[config.mk]
export PLATFORM = sky130hd
export DESIGN_NAME = ecc_evt_regs
export DESIGN_NICKNAME = d
export VERILOG_FILES = /design/src/rtl/ecc_evt_pkg.sv /design/src/rtl/ecc_evt_sbe_cnt.sv /design/src/rtl/ecc_evt_capture.sv /design/src/rtl/ecc_evt_inject.sv /design/src/rtl/ecc_evt_regs.sv
export SDC_FILE = /design/constraint.sdc
export NUM_CORES = 1
export LEC_CHECK = 0
export BUFFER_PORTS_ARGS = -buffer_cell sky130_fd_sc_hd__buf_4
export CORE_UTILIZATION = 53
export DETAILED_ROUTE_END_ITERATION = 8
export GPL_TIMING_DRIVEN = 0
export PLACE_DENSITY_LB_ADDON = 0.3
export SYNTH_ARGS = -nofsm -noshare
export SYNTH_HDL_FRONTEND = slang
export SYNTH_SLANG_ARGS = --single-unit
[constraint.sdc]
create_clock -name clk -period 3.85 [get_ports clk]
set_input_delay 0.385 -clock clk [delete_from_list [all_inputs] [get_ports clk]]
set_output_delay 0.385 -clock clk [all_outputs]
set_load 0.01 [all_outputs]
[src/rtl/ecc_evt_pkg.sv]
package ecc_evt_pkg;
  localparam int REG_AW  = 4;
  localparam int WORD_W  = 32;
  localparam int DATA_W  = 64;
  localparam int CHK_W   = 8;
  localparam int CNT_W   = 8;
  localparam int NFLAG   = 2;
  localparam int THR_LSB = 16;
  localparam int ARM_BIT = 8;

  typedef enum logic [REG_AW-1:0] {
    RA_STATUS  = 4'd0,
    RA_MASK    = 4'd1,
    RA_ENABLE  = 4'd2,
    RA_COUNTER = 4'd3,
    RA_CAP_DHI = 4'd4,
    RA_CAP_DLO = 4'd5,
    RA_CAP_CHK = 4'd6,
    RA_CAP_ALO = 4'd7,
    RA_CAP_AHI = 4'd8,
    RA_INJ_HI  = 4'd9,
    RA_INJ_LO  = 4'd10,
    RA_INJ_CTL = 4'd11
  } reg_addr_e;
endpackage

[src/rtl/ecc_evt_sbe_cnt.sv]
module ecc_evt_sbe_cnt #(
  parameter int CW = 8
) (
  input  logic          clk,
  input  logic          rst_n,
  input  logic          sbe_hit,
  input  logic          cfg_we,
  input  logic [CW-1:0] cfg_cnt,
  input  logic [CW-1:0] cfg_thr,
  output logic [CW-1:0] cnt_q,
  output logic [CW-1:0] thr_q,
  output logic          sbe_trip
);
  localparam logic [CW-1:0] CNT_MAX = {CW{1'b1}};

  logic [CW-1:0] cnt_d, thr_d;
  logic [CW:0]   cnt_inc;
  logic          cnt_en;

  always_comb begin
    cnt_inc  = {1'b0, cnt_q} + 1'b1;
    cnt_d    = cnt_q;
    thr_d    = thr_q;
    sbe_trip = 1'b0;
    cnt_en   = cfg_we | sbe_hit;
    if (cfg_we) begin
      cnt_d = cfg_cnt;
      thr_d = cfg_thr;
    end else if (sbe_hit) begin
      if (thr_q != '0 && cnt_inc >= {1'b0, thr_q}) begin
        sbe_trip = 1'b1;
        cnt_d    = '0;
      end else if (cnt_q != CNT_MAX) begin
        cnt_d = cnt_inc[CW-1:0];
      end
    end
  end

  always_ff @(posedge clk or negedge rst_n) begin
    if (!rst_n) begin
      cnt_q <= '0;
      thr_q <= '0;
    end else if (cnt_en) begin
      cnt_q <= cnt_d;
      thr_q <= thr_d;
    end
  end

  p_trip_clears_count_r3: assert property (@(posedge clk) disable iff (!rst_n)
    sbe_trip |=> (cnt_q == '0));
  p_zero_thr_saturates_r3: assert property (@(posedge clk) disable iff (!rst_n)
    (sbe_hit && !cfg_we && thr_q == '0 && cnt_q == CNT_MAX) |=> (cnt_q == CNT_MAX));
endmodule

[src/rtl/ecc_evt_capture.sv]
module ecc_evt_capture #(
  parameter int NF = 2,
  parameter int DW = 64,
  parameter int CW = 8,
  parameter int AW = 40
) (
  input  logic          clk,
  input  logic          rst_n,
  input  logic [NF-1:0] flag_set,
  input  logic          clr_we,
  input  logic [NF-1:0] clr_bits,
  input  logic [DW-1:0] evt_data,
  input  logic [CW-1:0] evt_chk,
  input  logic [AW-1:0] evt_addr,
  output logic [NF-1:0] flags_q,
  output logic [DW-1:0] cap_data_q,
  output logic [CW-1:0] cap_chk_q,
  output logic [AW-1:0] cap_addr_q
);
  logic [NF-1:0] flags_d;
  logic          flags_en, cap_load;

  always_comb begin
    flags_en = clr_we | (|flag_set);
    flags_d  = (flags_q & ~(clr_we ? clr_bits : '0)) | flag_set;
    cap_load = (|flag_set) && (flags_q == '0);
  end

  always_ff @(posedge clk or negedge rst_n) begin
    if (!rst_n) flags_q <= '0;
    else if (flags_en) flags_q <= flags_d;
  end

  always_ff @(posedge clk or negedge rst_n) begin
    if (!rst_n) begin
      cap_data_q <= '0;
      cap_chk_q  <= '0;
      cap_addr_q <= '0;
    end else if (cap_load) begin
      cap_data_q <= evt_data;
      cap_chk_q  <= evt_chk;
      cap_addr_q <= evt_addr;
    end
  end

  p_set_beats_clear_r4: assert property (@(posedge clk) disable iff (!rst_n)
    flag_set[NF-1] |=> flags_q[NF-1]);
  p_capture_frozen_r5: assert property (@(posedge clk) disable iff (!rst_n)
    (flags_q != '0) |=> ($stable(cap_data_q) && $stable(cap_addr_q) && $stable(cap_chk_q)));
  p_first_event_loads_r5: assert property (@(posedge clk) disable iff (!rst_n)
    ((|flag_set) && flags_q == '0) |=> (cap_chk_q == $past(evt_chk)));
endmodule

[src/rtl/ecc_evt_inject.sv]
module ecc_evt_inject #(
  parameter int DW = 64,
  parameter int CW = 8
) (
  input  logic          arm,
  input  logic [DW-1:0] data_mask,
  input  logic [CW-1:0] chk_mask,
  input  logic [DW-1:0] data_in,
  input  logic [CW-1:0] chk_in,
  output logic [DW-1:0] data_out,
  output logic [CW-1:0] chk_out
);
  always_comb begin
    data_out = data_in ^ (arm ? data_mask : '0);
    chk_out  = chk_in ^ (arm ? chk_mask : '0);
  end
endmodule

[src/rtl/ecc_evt_regs.sv]
module ecc_evt_regs
  import ecc_evt_pkg::*;
#(
  parameter int EADDR_W = 40
) (
  input  logic                 clk,
  input  logic                 rst_n,
  input  logic                 wr_en,
  input  logic [REG_AW-1:0]    wr_addr,
  input  logic [WORD_W-1:0]    wr_data,
  input  logic                 rd_en,
  input  logic [REG_AW-1:0]    rd_addr,
  output logic [WORD_W-1:0]    rd_data,
  input  logic                 evt_valid,
  input  logic                 evt_sbe,
  input  logic                 evt_mbe,
  input  logic [DATA_W-1:0]    evt_data,
  input  logic [CHK_W-1:0]     evt_chk,
  input  logic [EADDR_W-1:0]   evt_addr,
  input  logic [DATA_W-1:0]    wp_data_in,
  input  logic [CHK_W-1:0]     wp_chk_in,
  output logic [DATA_W-1:0]    wp_data_out,
  output logic [CHK_W-1:0]     wp_chk_out,
  output logic                 irq
);
  localparam int INJ_W = ARM_BIT + 1;

  logic [NFLAG-1:0]   mask_q, mask_d, enable_q, enable_d, flags_q, flag_set;
  logic [WORD_W-1:0]  inj_hi_q, inj_hi_d, inj_lo_q, inj_lo_d;
  logic [INJ_W-1:0]   inj_ctl_q, inj_ctl_d;
  logic [CNT_W-1:0]   cnt_q, thr_q;
  logic [DATA_W-1:0]  cap_data_q;
  logic [CHK_W-1:0]   cap_chk_q;
  logic [EADDR_W-1:0] cap_addr_q;
  logic [63:0]        cap_addr_ext;
  logic [WORD_W-1:0]  rd_mux;
  logic               we_status, we_mask, we_enable, we_counter;
  logic               we_inj_hi, we_inj_lo, we_inj_ctl;
  logic               sbe_hit, sbe_trip, mbe_hit;
  logic               unused_wr_bits;

  assign unused_wr_bits = ^{wr_data[31:24], wr_data[15:9]};

  // write decode
  always_comb begin
    we_status  = wr_en && (wr_addr == RA_STATUS);
    we_mask    = wr_en && (wr_addr == RA_MASK);
    we_enable  = wr_en && (wr_addr == RA_ENABLE);
    we_counter = wr_en && (wr_addr == RA_COUNTER);
    we_inj_hi  = wr_en && (wr_addr == RA_INJ_HI);
    we_inj_lo  = wr_en && (wr_addr == RA_INJ_LO);
    we_inj_ctl = wr_en && (wr_addr == RA_INJ_CTL);
    mask_d     = wr_data[NFLAG-1:0];
    enable_d   = wr_data[NFLAG-1:0];
    inj_hi_d   = wr_data;
    inj_lo_d   = wr_data;
    inj_ctl_d  = wr_data[INJ_W-1:0];
  end

  // event qualification
  always_comb begin
    sbe_hit  = evt_valid && evt_sbe && !mask_q[0];
    mbe_hit  = evt_valid && evt_mbe && !mask_q[1];
    flag_set = {mbe_hit, sbe_trip};
  end

  always_ff @(posedge clk or negedge rst_n) begin
    if (!rst_n) mask_q <= '0;
    else if (we_mask) mask_q <= mask_d;
  end

  always_ff @(posedge clk or negedge rst_n) begin
    if (!rst_n) enable_q <= '0;
    else if (we_enable) enable_q <= enable_d;
  end

  always_ff @(posedge clk or negedge rst_n) begin
    if (!rst_n) inj_hi_q <= '0;
    else if (we_inj_hi) inj_hi_q <= inj_hi_d;
  end

  always_ff @(posedge clk or negedge rst_n) begin
    if (!rst_n) inj_lo_q <= '0;
    else if (we_inj_lo) inj_lo_q <= inj_lo_d;
  end

  always_ff @(posedge clk or negedge rst_n) begin
    if (!rst_n) inj_ctl_q <= '0;
    else if (we_inj_ctl) inj_ctl_q <= inj_ctl_d;
  end

  ecc_evt_sbe_cnt #(.CW(CNT_W)) u_sbe_cnt (
    .clk      (clk),
    .rst_n    (rst_n),
    .sbe_hit  (sbe_hit),
    .cfg_we   (we_counter),
    .cfg_cnt  (wr_data[CNT_W-1:0]),
    .cfg_thr  (wr_data[THR_LSB +: CNT_W]),
    .cnt_q    (cnt_q),
    .thr_q    (thr_q),
    .sbe_trip (sbe_trip)
  );

  ecc_evt_capture #(.NF(NFLAG), .DW(DATA_W), .CW(CHK_W), .AW(EADDR_W)) u_capture (
    .clk        (clk),
    .rst_n      (rst_n),
    .flag_set   (flag_set),
    .clr_we     (we_status),
    .clr_bits   (wr_data[NFLAG-1:0]),
    .evt_data   (evt_data),
    .evt_chk    (evt_chk),
    .evt_addr   (evt_addr),
    .flags_q    (flags_q),
    .cap_data_q (cap_data_q),
    .cap_chk_q  (cap_chk_q),
    .cap_addr_q (cap_addr_q)
  );

  ecc_evt_inject #(.DW(DATA_W), .CW(CHK_W)) u_inject (
    .arm       (inj_ctl_q[ARM_BIT]),
    .data_mask ({inj_hi_q, inj_lo_q}),
    .chk_mask  (inj_ctl_q[CHK_W-1:0]),
    .data_in   (wp_data_in),
    .chk_in    (wp_chk_in),
    .data_out  (wp_data_out),
    .chk_out   (wp_chk_out)
  );

  assign irq = |(flags_q & enable_q);

  // read path
  always_comb begin
    cap_addr_ext = 64'(cap_addr_q);
    rd_mux = '0;
    case (rd_addr)
      RA_STATUS:  rd_mux = WORD_W'(flags_q);
      RA_MASK:    rd_mux = WORD_W'(mask_q);
      RA_ENABLE:  rd_mux = WORD_W'(enable_q);
      RA_COUNTER: rd_mux = {8'h00, thr_q, 8'h00, cnt_q};
      RA_CAP_DHI: rd_mux = cap_data_q[63:32];
      RA_CAP_DLO: rd_mux = cap_data_q[31:0];
      RA_CAP_CHK: rd_mux = WORD_W'(cap_chk_q);
      RA_CAP_ALO: rd_mux = cap_addr_ext[31:0];
      RA_CAP_AHI: rd_mux = cap_addr_ext[63:32];
      RA_INJ_HI:  rd_mux = inj_hi_q;
      RA_INJ_LO:  rd_mux = inj_lo_q;
      RA_INJ_CTL: rd_mux = WORD_W'(inj_ctl_q);
      default:    rd_mux = '0;
    endcase
  end

  always_ff @(posedge clk or negedge rst_n) begin
    if (!rst_n) rd_data <= '0;
    else if (rd_en) rd_data <= rd_mux;
  end

  p_irq_needs_flag_r7: assert property (@(posedge clk) disable iff (!rst_n)
    irq |-> (flags_q != '0));
  p_masked_mbe_ignored_r6: assert property (@(posedge clk) disable iff (!rst_n)
    (evt_valid && mask_q[1] && !flags_q[1]) |=> !flags_q[1]);
  p_unarmed_passthru_r8: assert property (@(posedge clk) disable iff (!rst_n)
    !inj_ctl_q[ARM_BIT] |-> (wp_data_out == wp_data_in && wp_chk_out == wp_chk_in));
  p_hole_reads_zero_r9: assert property (@(posedge clk) disable iff (!rst_n)
    (rd_en && rd_addr >= 4'd12) |=> (rd_data == '0));
endmodule

==> flow_metrics.env <==
export IMPL_ys_top_cells_by_count="dfrtp_1 (239), mux2_2 (109), nand2_1 (105)"
export IMPL_worstSetupPathType="register to register"
export IMPL_drive_gt1_share_pct=44.00
export IMPL_end_kind="register"
export IMPL_place_congestion=0.8965
export IMPL_cts_setup_buffers=0
export IMPL_drc=2
export IMPL_ir_worst_vdd_mv=0.3525
export IMPL_tightest_slew_ns=1.191
export IMPL_worstRegToRegCells=13
export IMPL_ioPinCount=336
export IMPL_violations="DRC"
export IMPL_p_switching_mw=2.544
export IMPL_hold_end="u_capture.cap_addr_q[7]"
export IMPL_synth_flop_cell="dfrtp_1"
export IMPL_internal_power_mw=6.105
export IMPL_drt_wirelength_per_cell_microns=24.52
export IMPL_syn_nets=1211
export IMPL_status="finished, violations left"
export IMPL_ys_warn_count=0
export IMPL_synth_cell_types=50
export IMPL_yosysTopAreaCell="dfrtp_1"
export IMPL_max_slew_margin_rel_pct=19.49
export IMPL_cp_required_ns=4.25
export IMPL_synth_edf_count=0
export IMPL_clk_latency_ns=0.52
export IMPL_p_leak_nw=7.215
export IMPL_seq_area_frac_synth_pct=50.58
export IMPL_syn2layout_area_growth_pct=32.08
export IMPL_swShare_pct=29.41
export IMPL_setup_tns_final_ns=0
export IMPL_avgSynthCellArea_sq_um=12.18
export IMPL_synth_top_area_share_pct=50.58
export IMPL_hold_ws_ns=0.09080
export IMPL_vias=9757
export IMPL_cts_root_buf="clkbuf_16"
export IMPL_whs_path_depth=2
export IMPL_cts_htree_levels=1
export IMPL_ys_async_sr_fraction_pct=100.0
export IMPL_cp_start_kind="register"
export IMPL_hold_class="input pin to register"
export IMPL_ys_ff_latch=239
export IMPL_initial_core_util_pct=54.18
export IMPL_track_usage_pct=35.20
export IMPL_drv_cap=0
export IMPL_clock_fmax_mhz=281.6
export IMPL_ant_nets=0
export IMPL_grt_pass1_vias=10065
export IMPL_antenna_found_initial=0
export IMPL_synthTopCellsByArea="dfrtp_1 (51%), mux2_2 (10%), mux2_4 (10%)"
export IMPL_crit_fanout=10
export IMPL_final_util_pct=71.56
export IMPL_p_per_area_mw_per_mm2=553.7
export IMPL_die_area_sq_mm=0.02291
export IMPL_core_area_sq_mm=0.02182
export IMPL_cts_buffer_depth=3
export IMPL_critPathArrivalTime_ns=3.95
export IMPL_rsz0062_at_grt="false"
export IMPL_grt_max_degree=105
export IMPL_fin_crit_ns=3.551
export IMPL_synth_cell_area_sq_mm=0.01182
export IMPL_dr_pass1_iters=9
export IMPL_share_comb_of_total_power_pct=27.2
export IMPL_finalCritPeriodShare_pct=92.24
export IMPL_first_iter_violations=883
export IMPL_timing_rr_end="u_capture.cap_addr_q[22]"
export IMPL_rows=54
export IMPL_hold_viol=0
export IMPL_wl_microns=39970
export IMPL_regToRegSetupSlack_ns=0.30
export IMPL_slew_violations=0
export IMPL_grt_overflow_total=0
export IMPL_setup_viol=0
export IMPL_port_buffers=332
export IMPL_synth_most_common_cell="dfrtp_1"
export IMPL_diodes=0
export IMPL_pwr_share_seq_pct=43.6
export IMPL_die_x_microns=151.4
export IMPL_cts_sinks=239
export IMPL_grt_pass1_wl_microns=58620
export IMPL_clkPwrFrac_pct=29.2
export IMPL_die_y_microns=151.4
export IMPL_cts_reportedPaths_clkPinSlew_ns=0.06
export IMPL_numCtsBuffers=25
export IMPL_finClkSkew_ns=0.008647
export IMPL_reg2reg_from="u_sbe_cnt.cnt_q[1]"
export IMPL_cts_tree="built"
export IMPL_synthCells=971
export IMPL_dp_hpwl_microns=28950
export IMPL_final_nets=1573
export IMPL_hp_start="evt_addr[7]"
export IMPL_vias_per_cell=5.986
## per-layer routing
layer	part of all wire (%)	GRT usage [%]	vias to the layer above
met1	39	46.43	4803
met2	47	56.12	617
met4	4.7	17.20	0
met3	9.5	6.145	108
met5	0	0	-
li1	-	-	4229
## cells in the final DEF (no fill, tap or decap), types with 4 or more instances in the layout
master	Yosys	routed
nand3_1	9	9
clkinv_2	0	4
a221oi_1	13	13
inv_1	44	44
a21o_1	15	15
nand4_1	5	5
a31oi_1	6	5
o22ai_1	14	14
mux2_4	80	80
clkbuf_16	0	25
a222oi_1	18	18
mux2_2	109	109
o21ai_0	29	29
nand2_1	105	105
a21oi_1	5	5
a22oi_1	58	58
buf_2	10	9
buf_4	0	331
xnor2_1	77	77
clkbuf_8	0	7
and3_1	4	4
a22o_1	4	4
nor3b_1	7	7
ha_1	9	9
nand3b_1	4	4
nor2_1	15	15
clkbuf_1	36	40
dfrtp_1	239	238
buf_6	9	9
buf_1	5	5
## critical path, cell delays in order, from the launching register on
cell	delay, ns
dfrtp_1	0.43
ha_1	0.28
inv_1	0.09
nor3_2	0.27
nand2_1	0.16
xnor2_1	0.17
ha_1	0.30
nand4_1	0.10
o311ai_1	0.35
o21ai_1	0.20
a31oi_4	0.28
buf_6	0.22
buf_6	0.25
mux2_4	0.33
## metrics by stage
stage / instances / cell area, sq um / power (mW) / worst slack [ns]
floorplan: 971 / 11820 / 5.019 / 0.7562
global placement: 1583 / 14670 / 5.982 / 0.06221
detailed placement: 1585 / 14730 / 6.095 / -0.02711
CTS: 1630 / 15600 / 8.619 / 0.1019
global route: 1630 / 15620 / 9.016 / 0.08410
finish: 1630 / 15620 / 8.648 / 0.2989
## state kept, by name, indices dropped and copies added (netlist names), 8 cells and up
name,flops
rd_data,32
u_capture.cap_chk_q,8
u_capture.cap_data_q,64
inj_lo_q,32
inj_hi_q,32
inj_ctl_q,9
u_capture.cap_addr_q,40
u_sbe_cnt.cnt_q,8
u_sbe_cnt.thr_q,8
## repair_timing
action | in CTS | in global routing
gates resized for setup | 1 | 4
setup endpoints to repair | 67 | 110
hold endpoints to repair | 32 | 0
hold buffers | 1 | 0
## layout make-up
class	instances	area (sq um)
plain buffers	60	307.8
clock buffers	36	737.0
clock inverters	8	117.6
fillers	1574	6206
inverters	45	168.9
multi-input cells	627	5389
flip-flops and latches	239	5982
well taps	280	350.3
repair buffers	335	2565
## worst max-delay path by stage
stage                  startpoint                       end  slack [ns]  cells past startpoint
4_1_cts        u_sbe_cnt.cnt_q[0]   u_capture.cap_data_q[9]        0.10                     12
5_1_grt        u_sbe_cnt.cnt_q[0]  u_capture.cap_addr_q[21]        0.08                     13
6_report       u_sbe_cnt.cnt_q[1]  u_capture.cap_addr_q[22]        0.30                     13
2_1_floorplan  u_sbe_cnt.cnt_q[0]   u_capture.cap_addr_q[0]        0.76                     13
3_5_place_dp   u_sbe_cnt.cnt_q[0]   u_capture.cap_data_q[9]       -0.03                     12
3_3_place_gp   u_sbe_cnt.cnt_q[0]  u_capture.cap_data_q[44]        0.06                     13
## cell families after synthesis
kind of cell    count (synthesis)  share of synthesized area (%)
compound gates                179                          11.07
xor+xnor                       78                          5.778
fa+ha+maj                       9                         0.9524
buf+inv                       105                          4.011
flops                         239                          50.58
mux                           194                          20.98
simple gates                  167                          6.624
## power groups by stage
stage / Clock [mW] / Sequential, mW / Combinational, mW
global placement: 0 / 3.73 / 2.25
global route: 2.64 / 3.84 / 2.54
finish: 2.53 / 3.77 / 2.35
CTS: 2.53 / 3.74 / 2.35
floorplan: 0 / 3.60 / 1.42
detailed placement: 0 / 3.78 / 2.32
Power figures use the tool's default switching activity.
